**config.mk**
```make
export PLATFORM = sky130hd
export DESIGN_NAME = dac_update_ctrl
export DESIGN_NICKNAME = d
export VERILOG_FILES = /design/src/rtl/dac_upd_pkg.sv /design/src/rtl/dac_bus_decode.sv /design/src/rtl/dac_mode_ctrl.sv /design/src/rtl/dac_channel.sv /design/src/rtl/dac_update_ctrl.sv
export SDC_FILE = /design/constraint.sdc
export NUM_CORES = 1
export LEC_CHECK = 0
export BUFFER_PORTS_ARGS = -buffer_cell sky130_fd_sc_hd__buf_2
export CORE_UTILIZATION = 40
export DETAILED_ROUTE_END_ITERATION = 8
export GPL_TIMING_DRIVEN = 0
export MAX_ROUTING_LAYER = met4
export SLEW_MARGIN = 20
export SYNTH_ARGS = -nofsm -noshare
export SYNTH_HDL_FRONTEND = slang
export SYNTH_HIERARCHICAL = 1
export SYNTH_SLANG_ARGS = --single-unit
```
**constraint.sdc**
```tcl
create_clock -name clk -period 4.3 [get_ports clk]
set_input_delay 0.43 -clock clk [delete_from_list [all_inputs] [get_ports clk]]
set_output_delay 0.43 -clock clk [all_outputs]
set_load 0.02 [all_outputs]
```
**src/rtl/dac_upd_pkg.sv**
```systemverilog
package dac_upd_pkg;
  localparam int NCH_DEF      = 8;
  localparam int DW_DEF       = 12;
  localparam int PCT_DEF      = 15;

  // command offsets (behavioural: host software depends on them)
  localparam int OFS_SIM_UPD  = 8;
  localparam int OFS_AUTO_UPD = 10;
  localparam int OFS_IRQ_CLR  = 12;
  localparam int OFS_RSTR_ON  = 14;
  localparam int OFS_RSTR_OFF = 15;

  // limit in codes for a restricted output, as an offset from the zero point
  function automatic int restrict_limit(input int dw, input int pct);
    return ((1 << dw) * pct) / 100;
  endfunction

  // clamp a code so that it stays within limit of the range zero point
  function automatic int restricted_code(input int code, input bit bipolar,
                                         input int dw, input int pct);
    int zero, lo, hi;
    zero = bipolar ? (1 << (dw - 1)) : 0;
    lo   = bipolar ? zero - restrict_limit(dw, pct) : 0;
    hi   = zero + restrict_limit(dw, pct);
    if (code > hi) return hi;
    if (code < lo) return lo;
    return code;
  endfunction
endpackage

```
**src/rtl/dac_bus_decode.sv**
```systemverilog
module dac_bus_decode #(
  parameter int NCH = 8,
  parameter int AW  = 4
) (
  input  logic           clk,
  input  logic           rst_n,
  input  logic [AW-1:0]  bus_addr,
  input  logic           bus_wr,
  input  logic           bus_rd,
  output logic [NCH-1:0] lo_wr,
  output logic [NCH-1:0] hi_wr,
  output logic           cmd_sim,
  output logic           cmd_auto,
  output logic           cmd_irqclr,
  output logic           cmd_ron,
  output logic           cmd_roff
);
  import dac_upd_pkg::*;

  for (genvar g = 0; g < NCH; g++) begin : g_lane
    assign lo_wr[g] = bus_wr && (bus_addr == AW'(2 * g));
    assign hi_wr[g] = bus_wr && (bus_addr == AW'(2 * g + 1));
  end

  assign cmd_sim    = bus_rd && (bus_addr == AW'(OFS_SIM_UPD));
  assign cmd_auto   = bus_rd && (bus_addr == AW'(OFS_AUTO_UPD));
  assign cmd_irqclr = bus_rd && (bus_addr == AW'(OFS_IRQ_CLR));
  assign cmd_ron    = bus_rd && (bus_addr == AW'(OFS_RSTR_ON));
  assign cmd_roff   = bus_rd && (bus_addr == AW'(OFS_RSTR_OFF));

  // at most one byte lane is written per cycle
  a_r2_one_lane: assert property (@(posedge clk) disable iff (!rst_n)
    $onehot0({lo_wr, hi_wr}));
  // commands arise only from reads
  a_r11_cmd_on_read: assert property (@(posedge clk) disable iff (!rst_n)
    !bus_rd |-> !(cmd_sim || cmd_auto || cmd_irqclr || cmd_ron || cmd_roff));
endmodule

```
**src/rtl/dac_mode_ctrl.sv**
```systemverilog
module dac_mode_ctrl (
  input  logic clk,
  input  logic rst_n,
  input  logic cmd_sim,
  input  logic cmd_auto,
  input  logic cmd_irqclr,
  input  logic cmd_ron,
  input  logic cmd_roff,
  input  logic timer_strobe,
  input  logic irq_en,
  output logic sim_mode,
  output logic restrict_on,
  output logic irq,
  output logic upd_all
);
  logic strobe_q;
  logic tmr_rise;

  assign tmr_rise = timer_strobe && !strobe_q;
  assign upd_all  = cmd_sim || cmd_auto || tmr_rise;

  always_ff @(posedge clk) begin
    if (!rst_n) begin
      strobe_q    <= 1'b0;
      sim_mode    <= 1'b0;
      restrict_on <= 1'b1;
      irq         <= 1'b0;
    end else begin
      strobe_q <= timer_strobe;
      if (cmd_sim)       sim_mode <= 1'b1;
      else if (cmd_auto) sim_mode <= 1'b0;
      if (cmd_ron)       restrict_on <= 1'b1;
      else if (cmd_roff) restrict_on <= 1'b0;
      if (tmr_rise && irq_en) irq <= 1'b1;
      else if (cmd_irqclr)    irq <= 1'b0;
    end
  end

  a_r4_enter_sim: assert property (@(posedge clk) disable iff (!rst_n)
    cmd_sim |=> sim_mode);
  a_r5_leave_sim: assert property (@(posedge clk) disable iff (!rst_n)
    cmd_auto |=> !sim_mode);
  a_r7_mode_kept: assert property (@(posedge clk) disable iff (!rst_n)
    (!cmd_sim && !cmd_auto) |=> $stable(sim_mode));
  a_r8_irq_set: assert property (@(posedge clk) disable iff (!rst_n)
    (tmr_rise && irq_en) |=> irq);
  a_r8_irq_clr: assert property (@(posedge clk) disable iff (!rst_n)
    (cmd_irqclr && !(tmr_rise && irq_en)) |=> !irq);
  a_r8_irq_hold: assert property (@(posedge clk) disable iff (!rst_n)
    (!cmd_irqclr && !tmr_rise) |=> $stable(irq));
  a_r9_rstr_on: assert property (@(posedge clk) disable iff (!rst_n)
    cmd_ron |=> restrict_on);
  a_r9_rstr_off: assert property (@(posedge clk) disable iff (!rst_n)
    cmd_roff |=> !restrict_on);
endmodule

```
**src/rtl/dac_channel.sv**
```systemverilog
module dac_channel #(
  parameter int DW  = 12,
  parameter int PCT = 15
) (
  input  logic          clk,
  input  logic          rst_n,
  input  logic          lo_wr,
  input  logic          hi_wr,
  input  logic [7:0]    wdata,
  input  logic          sim_mode,
  input  logic          upd_all,
  input  logic          bipolar,
  input  logic          restrict_on,
  output logic [DW-1:0] code_out
);
  import dac_upd_pkg::*;
  localparam int HB = DW - 8;

  logic [DW-1:0] hold_q;
  logic [DW-1:0] out_q;
  logic [DW-1:0] assembled;
  logic          auto_load;

  assign assembled = {wdata[HB-1:0], hold_q[7:0]};
  assign auto_load = hi_wr && !sim_mode;

  always_ff @(posedge clk) begin
    if (!rst_n) begin
      hold_q <= '0;
      out_q  <= '0;
    end else begin
      if (lo_wr) hold_q[7:0]    <= wdata;
      if (hi_wr) hold_q[DW-1:8] <= wdata[HB-1:0];
      if (upd_all)        out_q <= hold_q;
      else if (auto_load) out_q <= assembled;
    end
  end

  always_comb begin
    if (restrict_on)
      code_out = DW'(restricted_code(int'(out_q), bipolar, DW, PCT));
    else
      code_out = out_q;
  end

  a_r3_auto_load: assert property (@(posedge clk) disable iff (!rst_n)
    (auto_load && !upd_all) |=> out_q[7:0] == $past(hold_q[7:0]));
  a_r4_copy_all: assert property (@(posedge clk) disable iff (!rst_n)
    upd_all |=> out_q == $past(hold_q));
  a_r6_out_steady: assert property (@(posedge clk) disable iff (!rst_n)
    (!upd_all && !auto_load) |=> $stable(out_q));
  a_r10_passthru: assert property (@(posedge clk) disable iff (!rst_n)
    !restrict_on |-> code_out == out_q);
endmodule

```
**src/rtl/dac_update_ctrl.sv**
```systemverilog
module dac_update_ctrl #(
  parameter int NCH = dac_upd_pkg::NCH_DEF,
  parameter int DW  = dac_upd_pkg::DW_DEF,
  parameter int PCT = dac_upd_pkg::PCT_DEF,
  localparam int AW = $clog2(2 * NCH)
) (
  input  logic              clk,
  input  logic              rst_n,
  input  logic [AW-1:0]     bus_addr,
  input  logic              bus_wr,
  input  logic              bus_rd,
  input  logic [7:0]        bus_wdata,
  output logic [7:0]        bus_rdata,
  input  logic              timer_strobe,
  input  logic              irq_en,
  input  logic [NCH-1:0]    chan_bipolar,
  output logic [NCH*DW-1:0] dac_codes,
  output logic              restrict_on,
  output logic              irq
);
  import dac_upd_pkg::*;
  localparam int LIMIT = restrict_limit(DW, PCT);

  logic [NCH-1:0] lo_wr, hi_wr;
  logic cmd_sim, cmd_auto, cmd_irqclr, cmd_ron, cmd_roff;
  logic sim_mode, upd_all;

  assign bus_rdata = '0;

  dac_bus_decode #(.NCH(NCH), .AW(AW)) u_dec (
    .clk(clk), .rst_n(rst_n), .bus_addr(bus_addr), .bus_wr(bus_wr),
    .bus_rd(bus_rd), .lo_wr(lo_wr), .hi_wr(hi_wr), .cmd_sim(cmd_sim),
    .cmd_auto(cmd_auto), .cmd_irqclr(cmd_irqclr), .cmd_ron(cmd_ron),
    .cmd_roff(cmd_roff)
  );

  dac_mode_ctrl u_mode (
    .clk(clk), .rst_n(rst_n), .cmd_sim(cmd_sim), .cmd_auto(cmd_auto),
    .cmd_irqclr(cmd_irqclr), .cmd_ron(cmd_ron), .cmd_roff(cmd_roff),
    .timer_strobe(timer_strobe), .irq_en(irq_en), .sim_mode(sim_mode),
    .restrict_on(restrict_on), .irq(irq), .upd_all(upd_all)
  );

  for (genvar c = 0; c < NCH; c++) begin : g_ch
    dac_channel #(.DW(DW), .PCT(PCT)) u_ch (
      .clk(clk), .rst_n(rst_n), .lo_wr(lo_wr[c]), .hi_wr(hi_wr[c]),
      .wdata(bus_wdata), .sim_mode(sim_mode), .upd_all(upd_all),
      .bipolar(chan_bipolar[c]), .restrict_on(restrict_on),
      .code_out(dac_codes[c*DW +: DW])
    );

    a_r10_uni_bound: assert property (@(posedge clk) disable iff (!rst_n)
      (restrict_on && !chan_bipolar[c]) |-> int'(dac_codes[c*DW +: DW]) <= LIMIT);
  end

  a_r11_rdata_zero: assert property (@(posedge clk) disable iff (!rst_n)
    bus_rd |-> bus_rdata == 8'h00);
endmodule

```
==> summary.txt <==
status: finished, violations left
failing checks: design-rule violations
drt pass-1 iters: 7
Post-route DRC: 12
Reg2Reg Depth: 7
antenna cell count: 0
Synth top area share: 36.3%
Post-synth EDFFs: 0
gpl congestion: 0.807
initial drt markers: 514
Post-CTS Setup Bufs: 0
top post-synthesis cells by area: dfxtp_1 36%, mux2i_1 18%, nor2b_1 9.3%, ha_1 5.6%, nand2_1 3.7%
CTS tree: yes
crit-path max cell delay: 0.38 ns
Vias per Instance: 5.03
gr ovfl total: 0
adder-cell share of the synthesized area: 5.56%
Slowest-stage cell, CP: nor3_2
Startpoint Class: flop
Initial Util: 41.1%
die area: 27700 um^2
Post-CTS Resized: 0
commonest cells after routing, fill and taps aside: 195 x dfxtp_1, 192 x mux2i_1, 161 x nor2b_1
Min Hold Slack: 0.232 ns
hold depth: 2
Critical Path AT: 2.54 ns
Die W: 166 um
I/O pin count: 132
worst setup margin: 1.33 ns
Tightest Pin Transition: 1.00 ns
CP Class: flop to output port
total global-route track usage: 18.8%
Seq cells post-synth: 196
period utilization: 69.0%
Post-Route WL: 25200 um
sequential element share of the synthesized area: 36.3%
largest net degree at the start of global routing: 54
Post-Synthesis Cells: 1142
Hold Path End: u_mode/irq
cts hold-fix bufs: 0
Place WS: 1.28 ns
Synth area leader: dfxtp_1
HP Start: irq_en
CP endpoint kind: output port
Root Buffer: clkbuf_16
Data required, critical path: 3.87 ns
Final min period: 2.97 ns
Max Clk Rate: 337 MHz
Clock transition at path regs: 0.07 ns
mux contribution to synthesized area: 17.8%
clk sinks: 196
Max Slew Vio Count: 0
share of post-route cells with drive strength above 1: 19.8%
largest family of logic cells by synthesized area: simple AND/OR/NAND/NOR gates
final hold viol count: 0
htree depth: 4
drt wl/cell: 15.4 um
Core ar.: 26300 um^2
synthesized area: 10800 um^2
vias in the first global route: 7838
Worst R2R Start: u_mode/strobe_q
Final #Nets: 1366
Hold Path Class: input port to flop
Avg Synthesized Cell Area: 9.46 um^2
total negative slack: 0 ns
first-pass GRT wire length: 41000 um
Die Y: 166 um
R2R Setup Slk: 1.84 ns
final clock skew: 0.00676 ns
unrepaired setup endpoints after global routing: no
CP bufs+invs: 1
PwrDens: 348 nW/um^2
critical path, cell by cell: ha_1 -> nor4b_1 -> o311ai_1 -> a41o_1 -> nor3_2 -> a22o_2 -> buf_2
XOR/XNOR share of the synthesized area: 0%
Peak VDD IR: 0.197 mV
Syn-to-layout area delta: 15.8%
post-synthesis simple-gate area fraction: 23.6%
headroom to the max-slew limit: 33.0%
initial antenna violation count: 0
Yosys warnings: 6
Max FO, Critical Path: 6
Core Rows: 59
LEAKAGE: 5.48 nW
via count: 8255
clk buf depth: 2
CP top delay family: compound AO/OA/AOI/OAI gates
reg-to-reg endpoint: g_ch[5].u_ch/out_q[9]
Yosys cell types: 44
Port Buffer Count: 123
total CTS buffers: 17
antenna-violating nets left: 0
dpl hpwl: 17500 um
Main synth FF type: dfxtp_1
Synth Area in Compound Gates: 12.5%
Final setup viols: 0
clock latency on the worst-skew pair: 0.43 ns
Async SR Flop Fraction: 0%
Max Cap Violations: 0
commonest non-fill, non-tap cell in the layout: dfxtp_1
[cell type report]
type	count	area, um^2
fillers	2549	13800
multi-input cells	856	6450
flip-flops and latches	196	3930
repair buffers	124	643
clock buffers	17	425
well taps	335	419
plain buffers	65	335
clock inverters	15	191
inverters	32	120
[where the power goes]
| group | internal, mW | total (mW) | switching [mW] |
|---|---|---|---|
| Sequential | 1.85 | 1.88 | 0.0363 |
| Combinational | 0.339 | 0.804 | 0.465 |
| Clock | 0.933 | 1.67 | 0.733 |
[flip-flops by register name, indices dropped and copies added (netlist names)]
signal	cells
u_mode/irq	1
u_mode/sim_mode	1
u_mode/strobe_q	1
g_ch.u_ch/out_q	96
g_ch.u_ch/hold_q	96
u_mode/restrict_on	1
[layer usage]
metal | track usage, % | vias to the layer above | share of wire, %
met5 | - | - | 0
met4 | 4.35 | 0 | 0.73
met3 | 2.57 | 15 | 2.5
met2 | 30.9 | 107 | 47
met1 | 24.4 | 3812 | 50
li1 | - | 4321 | -
[kinds of logic after synthesis]
group / count (synthesis)
simple gates: 438
flops: 196
mux: 192
compound gates: 170
buf+inv: 97
fa+ha+maj: 48
other cells: 1
[cell usage after synthesis (2+ instances only)]
cell / number
nand4bb_1: 8
o31ai_1: 8
o21ai_0: 48
a41o_1: 8
nor3_1: 2
a22o_1: 8
nor2b_1: 161
clkbuf_1: 48
a21oi_1: 16
a21oi_2: 8
o311ai_1: 8
inv_1: 32
a211o_1: 8
a22oi_1: 8
and2_4: 8
buf_4: 8
nor4b_1: 8
ha_1: 48
and4_1: 8
dfxtp_1: 196
nand2_1: 106
o21ai_4: 8
and2_1: 32
mux2i_1: 192
buf_6: 8
and3_2: 16
nor2_1: 43
o211a_1: 8
nand2b_1: 3
a22o_2: 32
nand3b_1: 3
nor3_2: 8
or4_1: 8
nand3_1: 10
and3b_1: 9
[stage by stage]
step	util [%]	cells	total power [mW]	instance area, um^2
6_report	47.6	1640	4.35	12500
5_1_grt	47.6	1640	4.54	12500
2_1_floorplan	-	1149	2.50	10800
4_1_cts	47.6	1640	4.40	12500
3_3_place_gp	45.2	1607	2.72	11900
3_5_place_dp	45.3	1608	2.73	11900
[worst max-delay path by stage]
| stage | cells past startpoint | to | startpoint | slack, ns |
|---|---|---|---|---|
| final | 7 | dac_codes[88] | g_ch[7].u_ch/out_q[3] | 1.33 |
| after global routing | 9 | dac_codes[88] | chan_bipolar[7] | 1.12 |
| after CTS | 7 | dac_codes[39] | g_ch[3].u_ch/out_q[3] | 1.31 |
| after detailed placement | 9 | g_ch[0].u_ch/out_q[11] | bus_addr[0] | 1.28 |
| after global placement | 5 | dac_codes[67] | u_mode/restrict_on | 1.08 |
| after floorplan | 8 | dac_codes[13] | chan_bipolar[1] | 1.73 |
No activity file was read; power rests on OpenSTA's default activity.
